[src/rtl/fxPkg.sv]
package fxPkg;

  typedef struct packed {
    logic takeLhsMin;
    logic takeLhsMax;
    logic takeTrue;
    logic flipUnary;
  } fxStrobe_t;

  function automatic int minI(input int a, input int b);
    return (a < b) ? a : b;
  endfunction

  function automatic int maxI(input int a, input int b);
    return (a > b) ? a : b;
  endfunction

endpackage

[src/rtl/fxAlign.sv]
// Moves a signed code from one fixed-point format to another.
// Left shifts are exact; right shifts floor; out-of-range values clamp.
module fxAlign #(
  parameter int IN_W    = 8,
  parameter int IN_EXP  = 0,
  parameter int OUT_W   = 8,
  parameter int OUT_EXP = 0
) (
  input  logic [IN_W-1:0]  inCode,
  output logic [OUT_W-1:0] outCode
);
  localparam int SHL = (IN_EXP > OUT_EXP) ? (IN_EXP - OUT_EXP) : 0;
  localparam int SHR = (OUT_EXP > IN_EXP) ? (OUT_EXP - IN_EXP) : 0;
  localparam int EW  = IN_W + SHL;

  logic signed [EW-1:0] grown;
  logic signed [EW-1:0] shifted;

  always_comb begin
    grown   = EW'($signed(inCode)) <<< SHL;
    shifted = grown >>> SHR;
  end

  generate
    if (EW > OUT_W) begin : gSat
      localparam logic signed [EW-1:0] HI_LIM = {{(EW-OUT_W+1){1'b0}}, {(OUT_W-1){1'b1}}};
      localparam logic signed [EW-1:0] LO_LIM = ~HI_LIM;
      always_comb begin
        if (shifted > HI_LIM)      outCode = {1'b0, {(OUT_W-1){1'b1}}};
        else if (shifted < LO_LIM) outCode = {1'b1, {(OUT_W-1){1'b0}}};
        else                       outCode = shifted[OUT_W-1:0];
      end
    end else begin : gExt
      assign outCode = OUT_W'(shifted);
    end
  endgenerate
endmodule

[src/rtl/fxCtrl.sv]
// Turns the raw ordering results into predicates and steering strobes.
module fxCtrl
  import fxPkg::*;
(
  input  logic      lessRaw,
  input  logic      equalRaw,
  input  logic      greaterRaw,
  input  logic      condSel,
  input  logic      unarySign,
  output logic      isLt,
  output logic      isLe,
  output logic      isGt,
  output logic      isGe,
  output logic      isEq,
  output logic      isNe,
  output fxStrobe_t strobes
);
  always_comb begin
    isLt = lessRaw;
    isGt = greaterRaw;
    isEq = equalRaw;
    isNe = ~equalRaw;
    isLe = lessRaw | equalRaw;
    isGe = greaterRaw | equalRaw;
    strobes.takeLhsMin = lessRaw | equalRaw;
    strobes.takeLhsMax = greaterRaw | equalRaw;
    strobes.takeTrue   = condSel;
    strobes.flipUnary  = unarySign;
  end
endmodule

[src/rtl/fxData.sv]
// Alignment, ordering and steering datapath.
module fxData
  import fxPkg::*;
#(
  parameter int LHS_W = 8,  parameter int LHS_EXP = -4,
  parameter int RHS_W = 10, parameter int RHS_EXP = -6,
  parameter int MM_W  = 10, parameter int MM_EXP  = -5,
  parameter int TV_W  = 8,  parameter int TV_EXP  = -3,
  parameter int FV_W  = 12, parameter int FV_EXP  = -7,
  parameter int SEL_W = 8,  parameter int SEL_EXP = -4,
  parameter int UN_W  = 8,  parameter int UN_EXP  = -2,
  parameter int UO_W  = 8,  parameter int UO_EXP  = -3
) (
  input  logic [LHS_W-1:0] lhsVal,
  input  logic [RHS_W-1:0] rhsVal,
  input  logic [TV_W-1:0]  trueVal,
  input  logic [FV_W-1:0]  falseVal,
  input  logic [UN_W-1:0]  unaryIn,
  input  fxStrobe_t        strobes,
  output logic             lessRaw,
  output logic             equalRaw,
  output logic             greaterRaw,
  output logic             unarySign,
  output logic [MM_W-1:0]  minVal,
  output logic [MM_W-1:0]  maxVal,
  output logic [SEL_W-1:0] selVal,
  output logic [UO_W-1:0]  negVal,
  output logic [UO_W-1:0]  absVal
);
  // common grid for the compare path
  localparam int CE = minI(LHS_EXP, RHS_EXP);
  localparam int CW = maxI(LHS_W + LHS_EXP - CE, RHS_W + RHS_EXP - CE);
  // common grid for the select path
  localparam int SE = minI(TV_EXP, FV_EXP);
  localparam int SW = maxI(TV_W + TV_EXP - SE, FV_W + FV_EXP - SE);
  // unary path keeps one guard bit so the most negative code negates
  localparam int UW = UN_W + 1;

  logic [CW-1:0] lhsC, rhsC, minC, maxC;
  logic [SW-1:0] trueC, falseC, pickC;
  logic [UW-1:0] unaryExt, unaryNeg, unaryMag;

  fxAlign #(.IN_W(LHS_W), .IN_EXP(LHS_EXP), .OUT_W(CW), .OUT_EXP(CE))
    uLhsAlign (.inCode(lhsVal), .outCode(lhsC));
  fxAlign #(.IN_W(RHS_W), .IN_EXP(RHS_EXP), .OUT_W(CW), .OUT_EXP(CE))
    uRhsAlign (.inCode(rhsVal), .outCode(rhsC));

  always_comb begin
    lessRaw    = $signed(lhsC) < $signed(rhsC);
    greaterRaw = $signed(lhsC) > $signed(rhsC);
    equalRaw   = (lhsC == rhsC);
    minC = strobes.takeLhsMin ? lhsC : rhsC;
    maxC = strobes.takeLhsMax ? lhsC : rhsC;
  end

  fxAlign #(.IN_W(CW), .IN_EXP(CE), .OUT_W(MM_W), .OUT_EXP(MM_EXP))
    uMinOut (.inCode(minC), .outCode(minVal));
  fxAlign #(.IN_W(CW), .IN_EXP(CE), .OUT_W(MM_W), .OUT_EXP(MM_EXP))
    uMaxOut (.inCode(maxC), .outCode(maxVal));

  fxAlign #(.IN_W(TV_W), .IN_EXP(TV_EXP), .OUT_W(SW), .OUT_EXP(SE))
    uTrueAlign (.inCode(trueVal), .outCode(trueC));
  fxAlign #(.IN_W(FV_W), .IN_EXP(FV_EXP), .OUT_W(SW), .OUT_EXP(SE))
    uFalseAlign (.inCode(falseVal), .outCode(falseC));

  assign pickC = strobes.takeTrue ? trueC : falseC;

  fxAlign #(.IN_W(SW), .IN_EXP(SE), .OUT_W(SEL_W), .OUT_EXP(SEL_EXP))
    uSelOut (.inCode(pickC), .outCode(selVal));

  always_comb begin
    unarySign = unaryIn[UN_W-1];
    unaryExt  = {unaryIn[UN_W-1], unaryIn};
    unaryNeg  = -unaryExt;
    unaryMag  = strobes.flipUnary ? unaryNeg : unaryExt;
  end

  fxAlign #(.IN_W(UW), .IN_EXP(UN_EXP), .OUT_W(UO_W), .OUT_EXP(UO_EXP))
    uNegOut (.inCode(unaryNeg), .outCode(negVal));
  fxAlign #(.IN_W(UW), .IN_EXP(UN_EXP), .OUT_W(UO_W), .OUT_EXP(UO_EXP))
    uAbsOut (.inCode(unaryMag), .outCode(absVal));
endmodule

[src/rtl/fxCmpSel.sv]
module fxCmpSel
  import fxPkg::*;
#(
  parameter int LHS_W = 8,  parameter int LHS_EXP = -4,
  parameter int RHS_W = 10, parameter int RHS_EXP = -6,
  parameter int MM_W  = 10, parameter int MM_EXP  = -5,
  parameter int TV_W  = 8,  parameter int TV_EXP  = -3,
  parameter int FV_W  = 12, parameter int FV_EXP  = -7,
  parameter int SEL_W = 8,  parameter int SEL_EXP = -4,
  parameter int UN_W  = 8,  parameter int UN_EXP  = -2,
  parameter int UO_W  = 8,  parameter int UO_EXP  = -3
) (
  input  logic [LHS_W-1:0] lhsVal,
  input  logic [RHS_W-1:0] rhsVal,
  output logic             isLt,
  output logic             isLe,
  output logic             isGt,
  output logic             isGe,
  output logic             isEq,
  output logic             isNe,
  output logic [MM_W-1:0]  minVal,
  output logic [MM_W-1:0]  maxVal,
  input  logic             condSel,
  input  logic [TV_W-1:0]  trueVal,
  input  logic [FV_W-1:0]  falseVal,
  output logic [SEL_W-1:0] selVal,
  input  logic [UN_W-1:0]  unaryIn,
  output logic [UO_W-1:0]  negVal,
  output logic [UO_W-1:0]  absVal
);
  fxStrobe_t strobes;
  logic lessRaw, equalRaw, greaterRaw, unarySign;

  fxCtrl uCtrl (
    .lessRaw(lessRaw), .equalRaw(equalRaw), .greaterRaw(greaterRaw),
    .condSel(condSel), .unarySign(unarySign),
    .isLt(isLt), .isLe(isLe), .isGt(isGt), .isGe(isGe),
    .isEq(isEq), .isNe(isNe), .strobes(strobes)
  );

  fxData #(
    .LHS_W(LHS_W), .LHS_EXP(LHS_EXP), .RHS_W(RHS_W), .RHS_EXP(RHS_EXP),
    .MM_W(MM_W), .MM_EXP(MM_EXP), .TV_W(TV_W), .TV_EXP(TV_EXP),
    .FV_W(FV_W), .FV_EXP(FV_EXP), .SEL_W(SEL_W), .SEL_EXP(SEL_EXP),
    .UN_W(UN_W), .UN_EXP(UN_EXP), .UO_W(UO_W), .UO_EXP(UO_EXP)
  ) uData (
    .lhsVal(lhsVal), .rhsVal(rhsVal), .trueVal(trueVal), .falseVal(falseVal),
    .unaryIn(unaryIn), .strobes(strobes),
    .lessRaw(lessRaw), .equalRaw(equalRaw), .greaterRaw(greaterRaw),
    .unarySign(unarySign),
    .minVal(minVal), .maxVal(maxVal), .selVal(selVal),
    .negVal(negVal), .absVal(absVal)
  );
endmodule

[config.mk]
export PLATFORM = sky130hd
export DESIGN_NAME = fxCmpSel
export DESIGN_NICKNAME = d
export VERILOG_FILES = /design/src/rtl/fxPkg.sv /design/src/rtl/fxAlign.sv /design/src/rtl/fxCtrl.sv /design/src/rtl/fxData.sv /design/src/rtl/fxCmpSel.sv
export SDC_FILE = /design/constraint.sdc
export NUM_CORES = 1
export LEC_CHECK = 0
export BUFFER_PORTS_ARGS = -buffer_cell sky130_fd_sc_hd__buf_4
export CELL_PAD_IN_SITES_DETAIL_PLACEMENT = 0
export CELL_PAD_IN_SITES_GLOBAL_PLACEMENT = 2
export CORE_ASPECT_RATIO = 1.4
export CORE_MARGIN = 2
export CORE_UTILIZATION = 24
export DETAILED_ROUTE_END_ITERATION = 10
export GPL_TIMING_DRIVEN = 0
export PLACE_DENSITY = 0.84
export SLEW_MARGIN = 20
export SYNTH_ARGS = -nofsm -noshare
export SYNTH_HDL_FRONTEND = slang
export SYNTH_HIERARCHICAL = 1
export SYNTH_SLANG_ARGS = --single-unit
[constraint.sdc]
create_clock -name vclk -period 3.9
set_input_delay 0.39 -clock vclk [all_inputs]
set_output_delay 0.39 -clock vclk [all_outputs]
set_load 0.05 [all_outputs]
# == Word level (Yosys, flattened, before mapping) ==
# Cells that the tools add are included.
# word_totals
reg_bits,0
out_inout_bits,50
in_bits,47
wordCells,23
# op_classes
n_addsub,1
mux,10
bitwise_logic,3
order_cmp,8
eq_ne,1
# ops
cell,n
2-to-1 mux 8 bit,6
> comparator 10 x 8 -> 1 bit (second input constant),2
less-than comparator 10 x 8 -> 1 bit (second input constant),2
2-to-1 mux 10 bit,2
2-to-1 mux 12 bit,1
== test 10 bit,1
> comparator 10 bit,1
less-than comparator 10 bit,1
> comparator 9 x 8 -> 1 bit (second input constant),1
less-than comparator 9 x 8 -> 1 bit (second input constant),1
2-to-1 mux 9 bit,1
negation 9 bit,1
OR 1 bit,2
NOT 1 bit,1

# == Depth between registers and ports, before layout ==
# logic_depth
depth_word,5
depth_mapped,14
mapped_depth_nobuf,9

# == Cells and area by module ==
# The synthesis kept the hierarchy.
# by_module_without_submodules
mod,area_each_um2,cells_per_inst,n_inst,seq_area_each_um2
fxData,870.8,127,1,0.0
fxAlign (uData.uAbsOut ...),138.9,24,2,0.0
fxAlign (uData.uMaxOut ...),75.1,10,3,0.0
fxAlign (uData.uSelOut),97.6,10,1,0.0
fxAlign (uData.uTrueAlign),93.8,13,1,0.0
fxAlign (uData.uFalseAlign),90.1,12,1,0.0
fxAlign (uData.uLhsAlign),78.8,11,1,0.0
fxCtrl,68.8,10,1,0.0

# == Worst setup path after synthesis ==
# Ideal clock, no wire load.
# synth_path
path_kind,input to output
start,input port lhsVal[7]
end,output port maxVal[4]
n_path_buf,5
t_arrival_ns,3.206
path_slack_ns,0.304
t_required_ns,3.510
path_stages,13
cell_sequence,buf_4 > ha_1 > nand4_1 > a211oi_1 > a2111oi_2 > mux2i_1 > or2_1 > buf_4 > clkbuf_1 > clkbuf_1 > nand2_1 > o21ai_0 > buf_4
# synth_between
elab_chain_cells,3
elab_cells_between_ends,4
cone_classes,1 x order compare; 1 x eq/ne; 1 x mux; 1 x bitwise
# synth_lines
item,line_no,text
from (decl),fxCmpSel.sv:13,"input logic [LHS_W-1:0] lhsVal,"
> comparator 10 bit,fxData.sv:50,greaterRaw = $signed(lhsC) > $signed(rhsC);
net greaterRaw,fxCmpSel.sv:32,"logic lessRaw, equalRaw, greaterRaw, unarySign;"
OR 1 bit,n/a,
net isGe,fxCmpSel.sv:18,"output logic isGe,"
2-to-1 mux 10 bit,fxData.sv:53,maxC = strobes.takeLhsMax ? lhsC : rhsC;
to (decl),fxCmpSel.sv:22,"output logic [MM_W-1:0] maxVal,"
# The timed path passes the listed nets, and every way through them passes these cells.

==> results.yml <==
routing:
  route.vias.total: 1611
  drt.antenna.violating_nets: 0
  drcViolationCount: 0
  route.detailed.vias_per_inst: 3.998
  drt-total-wl_um: 4059
  dr.first_iter.drc_count: 52
  routed_wire_length_per_instance_um: 10.07
  drt_first_pass_iters: 4
floorplan:
  design.core.area_mm2: 0.006937
  top_ports: 97
  rows: 36
  dieArea_mm2: 0.007789
  die_w_um: 75.17
  die_height_um: 103.6
  start_util: 0.2453
placed_design:
  post-dp-hpwl_um: 3583
  dpl.cell_count: 404
  gp_congestion: 0.7369
  pre_cts_slack_ns: 0.08968
  place.port_buffers: 58
final_layout:
  fin_nets: 368
  area_growth_pct: 32.72
  fillerInstances: 800
  layout.area.seq_um2: 0
  antenna_cells: 0
  seq_cells: 0
  fin_cells: 403
  fin_util: 0.3256
  post_route_cells_drive_above_1_share: 0.5000
  clock_buffer_cells: 0
critical_path:
  worstSetupEndpointType: "primary output"
  cp_data_required_time_ns: 3.51
  timing_worst_setup_path_type: "in2out"
  crit_path_start_kind: "input pin"
  data_arrival_time_of_the_worst_path_ns: 3.16
  worstPathMaxFanout: 10
timing:
  report.final.setup_viol: 0
  final_hold_viol_count: 0
  fin_tns_setup_ns: 0
  period_share: 0.9104
  final.min_clock_period_ns: 3.551
  final_critical_path_setup_slack_ns: 0.3494
  rsz0062_at_grt: "false"
  drv_slew: 0
  clock.fmax_mhz: 281.6
pwr:
  p_switching_uw: 430.6
  switching_share: 0.6257
  powerDensity_mw_per_mm2: 304.7
  share_clk_of_total_power: 0
  share_comb_of_total_power: 1.000
  seq_power_share: 0
  internal-power_uw: 257.5
  leakagePower_uw: 0.001131
  vdd_drop_max_v: 0.0001009
global_route:
  first_pass_grt_wire_length_um: 6658
  largest_net_degree_at_the_start_of_global_routing: 11
  gr-total-overflow: 0
  grt_antenna_before_repair: 0
  vias_in_the_first_global_route: 1505
  groute.usage.overall: 0.1006
synth:
  netlist_area_mm2: 0.001702
  syn_avg_cell_area_um2: 6.807
  synthesized_netlist_cell_count: 250
  synthesis.yosys.warnings: 6
clock_tree:
  postCtsHoldBufs: 0
flow_run:
  drv.max_cap_violation_count: 0
min_path:
  worstHoldPathType: "in2out"
  timing.hold.worst_path_depth: 5
  min_delay_worst_endpoint: "minVal[1]"
  hold_path_origin: "lhsVal[0]"
status:
  run_status: "finished, final reports clean"
[placed cells by master, fill, tap and decap left out, types with 2 or more instances in the layout]
master                       n
sky130_fd_sc_hd__buf_4     126
sky130_fd_sc_hd__nand2_1    25
sky130_fd_sc_hd__o21ai_0    20
sky130_fd_sc_hd__nor2_1     18
sky130_fd_sc_hd__inv_1      17
sky130_fd_sc_hd__o22ai_1    12
sky130_fd_sc_hd__ha_1       11
sky130_fd_sc_hd__mux2_2     10
sky130_fd_sc_hd__xnor2_1     9
sky130_fd_sc_hd__maj3_2      7
sky130_fd_sc_hd__a21boi_1    6
sky130_fd_sc_hd__a21boi_0    6
sky130_fd_sc_hd__clkbuf_1    5
sky130_fd_sc_hd__xor2_1      4
sky130_fd_sc_hd__nand2b_1    3
sky130_fd_sc_hd__buf_6       3
sky130_fd_sc_hd__conb_1      3
sky130_fd_sc_hd__or2_1       2
sky130_fd_sc_hd__or3_4       2
sky130_fd_sc_hd__clkbuf_2    2
sky130_fd_sc_hd__nand4_1     2
sky130_fd_sc_hd__a21oi_1     2
sky130_fd_sc_hd__a211oi_1    2
[area by class of cell]
cell class | instances | area [um2] | share of cell area
Buffer | 79 | 576.8 | 0.2554
Inverter | 18 | 67.56 | 0.02992
Multi-Input combinational cell | 153 | 1060 | 0.4693
Tap cell | 95 | 118.9 | 0.05263
Timing Repair Buffer | 58 | 435.4 | 0.1928
[power by group through the flow]
stage	Sequential (uW)	Clock, uW	Combinational (uW)
2_1_floorplan	0	0	529
3_3_place_gp	0	0	694
3_5_place_dp	0	0	695
4_1_cts	0	0	696
5_1_grt	0	0	738
6_report	0	0	688
[worst max-delay path by stage]
stage | from | end | slack, ns | cells after the start
3_5_place_dp | lhsVal[7] | minVal[8] | 0.09 | 14
5_1_grt | rhsVal[9] | maxVal[2] | 0.02 | 15
3_3_place_gp | rhsVal[5] | minVal[8] | 0.1 | 15
4_1_cts | lhsVal[7] | minVal[8] | 0.09 | 14
6_report | lhsVal[7] | maxVal[8] | 0.35 | 13
2_1_floorplan | lhsVal[7] | maxVal[4] | 0.34 | 13
[critical path: stages]
cell	delay, ns
sky130_fd_sc_hd__buf_4	0.12
sky130_fd_sc_hd__ha_1	0.35
sky130_fd_sc_hd__nand4_1	0.17
sky130_fd_sc_hd__a211oi_1	0.07
sky130_fd_sc_hd__a2111oi_2	0.48
sky130_fd_sc_hd__mux2i_1	0.27
sky130_fd_sc_hd__or2_1	0.14
sky130_fd_sc_hd__buf_4	0.10
sky130_fd_sc_hd__clkbuf_1	0.31
sky130_fd_sc_hd__clkbuf_2	0.29
sky130_fd_sc_hd__o21ai_0	0.14
sky130_fd_sc_hd__buf_4	0.15
sky130_fd_sc_hd__buf_4	0.18
[timing repair]
| item | CTS | global route |
|---|---|---|
| endpoints found under the setup margin | 0 | 18 |
| gates resized for setup | 0 | 4 |
| setup buffers | 0 | 0 |
[through the flow]
stage	hold slack, ns	instance area [um2]	total power [uW]
detailed placement	1.252	2260	694.8
global route	1.279	2258	737.8
global placement	1.254	2260	693.6
finish	1.249	2258	688.1
floorplan	1.130	1705	529.5
CTS	1.252	2260	695.7
[routing by layer]
layer,share of wire,global-route usage
met5,0,0
met4,0,0
met3,0.082,0.009728
met2,0.54,0.2061
met1,0.37,0.1117
(Power assumes the default switching activity.)
